`src/rtl/rel_branch_pkg.sv`:
```
package rel_branch_pkg;
  typedef enum logic [3:0] {
    COND_NONE,
    COND_ALWAYS,
    COND_NE,
    COND_EQ,
    COND_GE_S,
    COND_LT_S,
    COND_GT_S,
    COND_LE_S,
    COND_POS,
    COND_NEG,
    COND_HI_U,
    COND_LS_U,
    COND_VCLR,
    COND_VSET,
    COND_CCLR,
    COND_CSET
  } cond_e;

  typedef struct packed {
    logic n;
    logic z;
    logic v;
    logic c;
  } flags_t;

  localparam int unsigned CODE_W = 8;
endpackage

```
`src/rtl/rel_branch_decode.sv`:
```
module rel_branch_decode
  import rel_branch_pkg::*;
(
  input  logic [CODE_W-1:0] code_i,
  output cond_e             cond_o
);
  // two code groups: 0x01..0x07 (signed/equality), 0x80..0x87 (single-flag/unsigned)
  always_comb begin
    cond_o = COND_NONE;
    if (code_i[7:3] == 5'b00000) begin
      unique case (code_i[2:0])
        3'd1: cond_o = COND_ALWAYS;
        3'd2: cond_o = COND_NE;
        3'd3: cond_o = COND_EQ;
        3'd4: cond_o = COND_GE_S;
        3'd5: cond_o = COND_LT_S;
        3'd6: cond_o = COND_GT_S;
        3'd7: cond_o = COND_LE_S;
        default: cond_o = COND_NONE;
      endcase
    end else if (code_i[7:3] == 5'b10000) begin
      unique case (code_i[2:0])
        3'd0: cond_o = COND_POS;
        3'd1: cond_o = COND_NEG;
        3'd2: cond_o = COND_HI_U;
        3'd3: cond_o = COND_LS_U;
        3'd4: cond_o = COND_VCLR;
        3'd5: cond_o = COND_VSET;
        3'd6: cond_o = COND_CCLR;
        default: cond_o = COND_CSET;
      endcase
    end
  end
endmodule

```
`src/rtl/rel_branch_cond.sv`:
```
module rel_branch_cond
  import rel_branch_pkg::*;
(
  input  cond_e  cond_i,
  input  flags_t flags_i,
  output logic   taken_o
);
  logic lt_s;
  assign lt_s = flags_i.n ^ flags_i.v;

  always_comb begin
    unique case (cond_i)
      COND_ALWAYS: taken_o = 1'b1;
      COND_NE:     taken_o = ~flags_i.z;
      COND_EQ:     taken_o = flags_i.z;
      COND_GE_S:   taken_o = ~lt_s;
      COND_LT_S:   taken_o = lt_s;
      COND_GT_S:   taken_o = ~(flags_i.z | lt_s);
      COND_LE_S:   taken_o = flags_i.z | lt_s;
      COND_POS:    taken_o = ~flags_i.n;
      COND_NEG:    taken_o = flags_i.n;
      COND_HI_U:   taken_o = ~(flags_i.c | flags_i.z);
      COND_LS_U:   taken_o = flags_i.c | flags_i.z;
      COND_VCLR:   taken_o = ~flags_i.v;
      COND_VSET:   taken_o = flags_i.v;
      COND_CCLR:   taken_o = ~flags_i.c;
      COND_CSET:   taken_o = flags_i.c;
      default:     taken_o = 1'b0;
    endcase
  end
endmodule

```
`src/rtl/rel_branch_target.sv`:
```
module rel_branch_target #(
  parameter int unsigned PC_W  = 16,
  parameter int unsigned OFS_W = 8
) (
  input  logic [PC_W-1:0]  pc_i,
  input  logic [OFS_W-1:0] ofs_i,
  output logic [PC_W-1:0]  target_o
);
  localparam int unsigned EXT_W = PC_W - OFS_W - 1;

  logic [PC_W-1:0] disp;

  // word offset -> byte displacement: sign-extend, then shift left by one
  generate
    if (EXT_W > 0) begin : g_ext
      assign disp = {{EXT_W{ofs_i[OFS_W-1]}}, ofs_i, 1'b0};
    end else begin : g_trunc
      assign disp = {ofs_i[PC_W-2:0], 1'b0};
    end
  endgenerate

  assign target_o = pc_i + disp;
endmodule

```
`src/rtl/rel_branch_unit.sv`:
```
module rel_branch_unit
  import rel_branch_pkg::*;
#(
  parameter int unsigned PC_W = 16
) (
  input  logic            clk_i,
  input  logic            rst_ni,
  input  logic [15:0]     instr_i,
  input  logic [PC_W-1:0] pc_i,
  input  logic [3:0]      flags_i,
  output logic            taken_o,
  output logic [PC_W-1:0] next_pc_o
);
  localparam int unsigned OFS_W = 16 - CODE_W;

  cond_e           cond;
  logic            taken_d;
  logic [PC_W-1:0] target;

  rel_branch_decode u_decode (
    .code_i (instr_i[15:OFS_W]),
    .cond_o (cond)
  );

  rel_branch_cond u_cond (
    .cond_i  (cond),
    .flags_i (flags_t'(flags_i)),
    .taken_o (taken_d)
  );

  rel_branch_target #(.PC_W(PC_W), .OFS_W(OFS_W)) u_target (
    .pc_i     (pc_i),
    .ofs_i    (instr_i[OFS_W-1:0]),
    .target_o (target)
  );

  always_ff @(posedge clk_i or negedge rst_ni) begin
    if (!rst_ni) begin
      taken_o   <= 1'b0;
      next_pc_o <= '0;
    end else begin
      taken_o   <= taken_d;
      next_pc_o <= taken_d ? target : pc_i;
    end
  end
endmodule

```
`config.mk`:
```
export PLATFORM = sky130hd
export DESIGN_NAME = rel_branch_unit
export DESIGN_NICKNAME = d
export VERILOG_FILES = /design/src/rtl/rel_branch_pkg.sv /design/src/rtl/rel_branch_decode.sv /design/src/rtl/rel_branch_cond.sv /design/src/rtl/rel_branch_target.sv /design/src/rtl/rel_branch_unit.sv
export SDC_FILE = /design/constraint.sdc
export NUM_CORES = 1
export LEC_CHECK = 0
export BUFFER_PORTS_ARGS = -buffer_cell sky130_fd_sc_hd__clkbuf_2
export CAP_MARGIN = 25
export CORE_AREA = 2 2 59 61
export CTS_CLUSTER_SIZE = 14
export DETAILED_ROUTE_END_ITERATION = 8
export DIE_AREA = 0 0 61 63
export GPL_TIMING_DRIVEN = 0
export MAX_ROUTING_LAYER = met4
export PLACE_DENSITY = 0.82
export SLEW_MARGIN = 30
export SYNTH_ARGS = -nofsm -noshare
export SYNTH_HDL_FRONTEND = slang
export SYNTH_SLANG_ARGS = --single-unit
```
`constraint.sdc`:
```
create_clock -name clk_i -period 0.8 [get_ports clk_i]
set_input_delay 0.08 -clock clk_i [delete_from_list [all_inputs] [get_ports clk_i]]
set_output_delay 0.08 -clock clk_i [all_outputs]
set_load 0.02 [all_outputs]
```
==> results of run 1 <==
## final cells by class
type                    instances  area share [%]
clock inverters                 1           0.326
multi-input cells             120            50.9
clock buffers                   3           0.978
inverters                       5           0.815
well taps                      46            2.50
plain buffers                   1           0.652
flip-flops and latches         17            18.5
repair buffers                 70            25.3
## final timing paths
check | slack (ns) | from | to
worst max-delay path | -0.67 | pc_i[1] | next_pc_o[9]$_DFF_PN0_
worst min-delay path | 0.004 | pc_i[1] | next_pc_o[1]$_DFF_PN0_
max in group asynchronous | 0.29 | rst_ni | next_pc_o[13]$_DFF_PN0_
min in group asynchronous | 0.22 | rst_ni | next_pc_o[5]$_DFF_PN0_
## cells by family (layout without fill, tap and decap cells)
kind of cell,after synthesis,count (layout)
and+or+nand+nor,33,33
AOI/OAI and AO/OA,44,44
muxes,14,14
buffers and inverters,6,80
DFF,17,17
adders and majority gates,15,15
xor gates and xnor gates,14,14
## timing repair
item                                    CTS  global route
hold buffers                              3             0
setup buffers                             9             4
resized for setup                        18            82
endpoints found under the setup margin   33            33
cloned                                    0             0
pin swaps                                 9            16
hold endpoints to repair                 19             0
## registers in the layout (all words and copies together), names as in the netlist
| signal | count |
|---|---|
| next_pc_o | 16 |
| taken_o | 1 |
## report_power, final
group	total (mW)	leakage [nW]	switching [mW]	internal, mW
Sequential	0.941	0.200	0.0277	0.913
Clock	0.484	0.0139	0.293	0.191
Combinational	1.33	0.804	0.652	0.682
Total	2.76	1.02	0.972	1.79
## stage by stage
step / TNS [ns] / cell area [um2] / util [%] / cells
3_5_place_dp: -17.98 / 1810 / 56.1 / 243
2_1_floorplan: -12.64 / 1480 / - / 143
3_3_place_gp: -17.41 / 1810 / 56.1 / 243
4_1_cts: -11.81 / 2040 / 63.0 / 259
5_1_grt: -12.69 / 2300 / 71.2 / 263
6_report: -11.47 / 2300 / 71.2 / 263
## layer usage
layer,vias up,wire [um]
met5,-,0
met4,0,167
met3,17,177
met2,53,2300
met1,683,1630
li1,685,-
## Yosys cell counts, types with 2 or more instances
master | instances | share of area (%)
a21o_1 | 5 | 2.7
mux2_2 | 8 | 6.4
o211ai_1 | 2 | 1.1
inv_1 | 5 | 1.3
xnor2_1 | 10 | 6.2
dfrtp_1 | 17 | 30
a31oi_1 | 2 | 0.89
o21ai_0 | 9 | 3.2
nand2_1 | 8 | 2.1
mux2_4 | 5 | 5.3
ha_1 | 14 | 12
a211oi_1 | 4 | 2.1
nor2b_1 | 2 | 0.89
nand3_1 | 4 | 1.4
a2111oi_0 | 2 | 1.2
nand2b_1 | 4 | 1.8
nand3b_1 | 2 | 1.1
xor2_1 | 4 | 2.5
nor2_1 | 7 | 1.9
a21oi_1 | 14 | 5.0
==> results.toml, run 1 <==
[outcome]
status = "complete, but fails checks"
violations = "negative setup slack"

[logic_synthesis]
synth_fa_ha_area_share_pct = 13.9
synth-seq-area-share_pct = 30.2
synth-simple-area-share_pct = 12.8
synth_compound_area_share_pct = 19.6
yosys_warnings = 0
synth-seq-cells = 17
async_flop_share_pct = 100
synthDistinctLibCells = 35
synth-xor-area-share_pct = 8.70
synth_top_family_by_area = "compound AO/OA/AOI/OAI gates"
synth_ff_type = "dfrtp_1"
avgSynthCellArea_um2 = 9.85
synth_edf_count = 0
syn-cell-area_mm2 = 0.00141
synth_nets = 196
synthMuxAreaShare_pct = 12.4
netlist_instances = 143

[worst_setup_path]
crit_path_top_delay_cell = "fa_2"
slowest_delay_ns = 0.33
cp_cell_sequence = "buf_6 > ha_4 > inv_2 > fa_2 > nand2b_4 > a21oi_4 > nor2b_4 > o21ai_2 > xor2_1 > mux2_4"
path_max_fanout = 3
cp_num_buf_inv = 2
required_ns = 1.00
crit_cells = 10
cp-start-kind = "primary input"
cp_top_family = "adder cells"
endpoint_kind = "flop"
crit_type = "primary input to flop"
critPathArrivalTime_ns = 1.67

[timing]
period_share_pct = 184
rsz0062_at_grt = "true"
setup_viol = 33
fin_ws_ns = -0.669
tightest_slew_ns = 0.371
clock.fmax_ghz = 0.681
layout_min_cycle_time_ns = 1.47
drv_slew = 0
maxSlewHeadroom_pct = 74.6
finalHoldViolCount = 0
hold-worst-slack_ns = 0.00431

[clock_tree]
htree_levels = 1
numCtsBuffers = 3
cts.sinks = 17
cts.root.buffer_cell = "clkbuf_4"
cts_tree = "yes"
clock_path_buffers = 2
clkTransAtPathRegs_ns = 0.10

[global_routing]
grt_use_met1_pct = 24.0
grt_pass1_vias = 1340
grt_start_max_net_pins = 18
use_met2_pct = 32.5
track_usage_pct = 19.8
grtUsageMet3_pct = 1.24
overflow = 0
antenna_found_initial = 0
busiest_layer = "met2"
grt_pass1_wl_um = 5680

[placement]
preCtsSetupSlack_ns = -1.25
port_buffers = 54
place_hpwl_um = 2530
place.gp.congestion = 0.826

[finish]
fillCellCount = 223
layout.nets = 271
antenna_cells = 0
multi_input_area_mm2 = 0.00117
ff_latch_area_um2 = 425
area_delta_synth_final_pct = 63.4
final_common_cell = "clkbuf_2"
layout_common_cells = "clkbuf_2 (30), buf_6 (25), dfrtp_1 (17)"
drive_gt1_share_pct = 52.1

[min_path]
worstHoldPathCells = 2
hp-class = "primary input to flop"

[floorplanning]
start_util_pct = 43.6
boundaryPins = 55
dieArea_mm2 = 0.00384
core_area_mm2 = 0.00323
die_w_um = 61
rows = 21
die_y_um = 63

[job]
drv_cap = 0

[routing]
vias_per_cell = 5.47
wl_um = 4270
vias = 1438
wl_per_cell_um = 16.2
drtIter0Drc = 79
drc = 0
ant_nets = 0
drt-pass1-iter-count = 4

[pwr]
p_per_area_mw_per_mm2 = 1200
p_total_mw = 2.76
p_leak_nw = 1.02
vdd_drop_max_mv = 0.541
Power figures use the tool's default switching activity.
==> run 2: changes to the inputs <==
Settings changed: CELL_PAD_IN_SITES_DETAIL_PLACEMENT from default to 2, CELL_PAD_IN_SITES_GLOBAL_PLACEMENT from default to 2, CORE_AREA 2 2 59 61 to 2 2 71 73, DIE_AREA 0 0 61 63 to 0 0 73 75, PLACE_DENSITY 0.82 to 0.92.
==> run 2 against run 1 <==
Net effect:
- the flow finishes with violations (negative hold slack, negative setup slack)
- clock power grew 60%
- count of clock-buffer cells in the layout grew 1
- global-route usage grew 1.4 points
- wire length grew 61%
- final cell count grew 5.7%
- worst setup slack lost 0.18 ns
- largest cell class unchanged
==> results.toml, run 2 (synthesis gave the netlist of run 1 again) <==
[pwr]
power.switching_mw = 1.22
vdd_drop_max_mv = 0.627
p_total_mw = 3.21
p_leak_nw = 1.06
p_seq_share_pct = 29.4
p_clk_share_pct = 24.1
p_comb_share_pct = 46.4
p_per_area_mw_per_mm2 = 1340
internal_power_mw = 1.99
sw_frac_of_total_pct = 38.1

[clock_tree]
htree_levels = 1
cts.root.buffer_cell = "clkbuf_8"
clkTransAtPathRegs_ns = 0.08
cts.sinks = 17
numCtsBuffers = 3
cts_tree = "yes"
clock_path_buffers = 2

[timing]
setup_viol = 33
tightest_slew_ns = 0.628
layout_min_cycle_time_ns = 1.65
finalHoldViolCount = 1
drv_slew = 0
fin_ws_ns = -0.850
clock.fmax_ghz = 0.606
rsz0062_at_grt = "true"
period_share_pct = 206
maxSlewHeadroom_pct = 57.0
tns_ns = -12.80
hold-worst-slack_ns = -0.0159

[worst_setup_path]
cp_cell_sequence = "clkbuf_16 > ha_1 > o21ai_2 > a21oi_1 > a211oi_2 > a31oi_2 > xnor2_1 > a21oi_1"
required_ns = 0.97
crit_type = "primary input to flop"
cp_top_family = "compound AO/OA/AOI/OAI gates"
crit_path_top_delay_cell = "ha_1"
slowest_delay_ns = 0.42
critPathArrivalTime_ns = 1.82
cp_num_buf_inv = 1
cp-start-kind = "primary input"
endpoint_kind = "flop"
path_max_fanout = 11
crit_top_cell = "a21oi_1"

[routing]
drt-pass1-iter-count = 4
drtIter0Drc = 63
ant_nets = 0
drc = 0
wl_um = 6890
wl_per_cell_um = 24.8
vias = 1531
vias_per_cell = 5.51

[floorplanning]
core_area_mm2 = 0.00466
dieArea_mm2 = 0.00548
die_w_um = 73
start_util_pct = 30.2
rows = 25
die_y_um = 75
boundaryPins = 55

[finish]
largest_reg_flops = 16
area_delta_synth_final_pct = 70.2
max_flop_register = "next_pc_o"
drive_gt1_share_pct = 56.7
layout_common_cells = "clkbuf_2 (31), buf_6 (22), dfrtp_1 (17)"
fin_cells = 278
final_common_cell = "clkbuf_2"
stdcell_area_mm2 = 0.00240
layout.nets = 278
antenna_cells = 0
top_regs = "next_pc_o: 16 flops, taken_o: 1 flops"
fillCellCount = 459

[outcome]
status = "complete, but fails checks"
violations = "negative hold slack, negative setup slack"

[min_path]
hp-class = "primary input to flop"
min_to = "next_pc_o[15]$_DFF_PN0_"
worstHoldPathCells = 2
hp-start = "pc_i[15]"

[global_routing]
grt_use_met1_pct = 23.0
overflow = 0
grt_pass1_vias = 1670
use_met2_pct = 41.4
busiest_layer = "met2"
antenna_found_initial = 0
track_usage_pct = 21.3
grtUsageMet3_pct = 1.20
grt_pass1_wl_um = 8540
grt_start_max_net_pins = 18

[placement]
place_inst = 251
place.gp.congestion = 0.759
dpl_cell_area_mm2 = 0.00182
place_hpwl_um = 3420
port_buffers = 54

[job]
drv_cap = 0
## run 2: timing repair
action,4_1_cts,5_1_grt
buffers inserted,10,11
endpoints found under the setup margin,33,33
endpoints found under the hold margin,18,0
hold buffers,2,0
pin swaps,16,14
resized for setup,22,84
## run 2: per-layer routing
layer | wire length, um | up-vias
met5 | 0 | -
li1 | - | 695
met4 | 274 | 0
met3 | 191 | 18
met1 | 2680 | 761
met2 | 3740 | 57
## run 2: worst max path at each step
stage / start / to / cells after the start
after floorplan: flags_i[1] / next_pc_o[10]$_DFF_PN0_ / 6
after global placement: flags_i[1] / next_pc_o[13]$_DFF_PN0_ / 7
after detailed placement: flags_i[1] / next_pc_o[9]$_DFF_PN0_ / 7
after CTS: flags_i[1] / next_pc_o[9]$_DFF_PN0_ / 8
after global routing: instr_i[7] / next_pc_o[15]$_DFF_PN0_ / 8
final: instr_i[7] / next_pc_o[14]$_DFF_PN0_ / 8
## run 2: layout make-up
class	count	area (um2)	area share (%)
Timing Repair Buffer	77	631	26.3
Tap cell	54	67.6	2.82
Buffer	1	20.0	0.835
Sequential cell	17	425	17.7
Multi-Input combinational cell	120	1190	49.6
Clock buffer	4	45.0	1.88
Inverter	5	18.8	0.783
## run 2: metrics by stage
step                util (%)  setup WS, ns
floorplan                  -        -0.913
global placement        39.1         -1.21
detailed placement      39.1         -1.25
CTS                     44.5        -0.782
global route            51.4        -0.913
finish                  51.4        -0.850
## run 2: power groups by stage
stage | Clock (mW) | Combinational (mW) | Sequential (mW)
6_report | 0.775 | 1.49 | 0.945
3_5_place_dp | 0 | 1.01 | 0.945
4_1_cts | 0.682 | 1.15 | 0.928
3_3_place_gp | 0 | 0.957 | 0.942
5_1_grt | 0.792 | 1.58 | 0.948
2_1_floorplan | 0 | 0.591 | 1.02
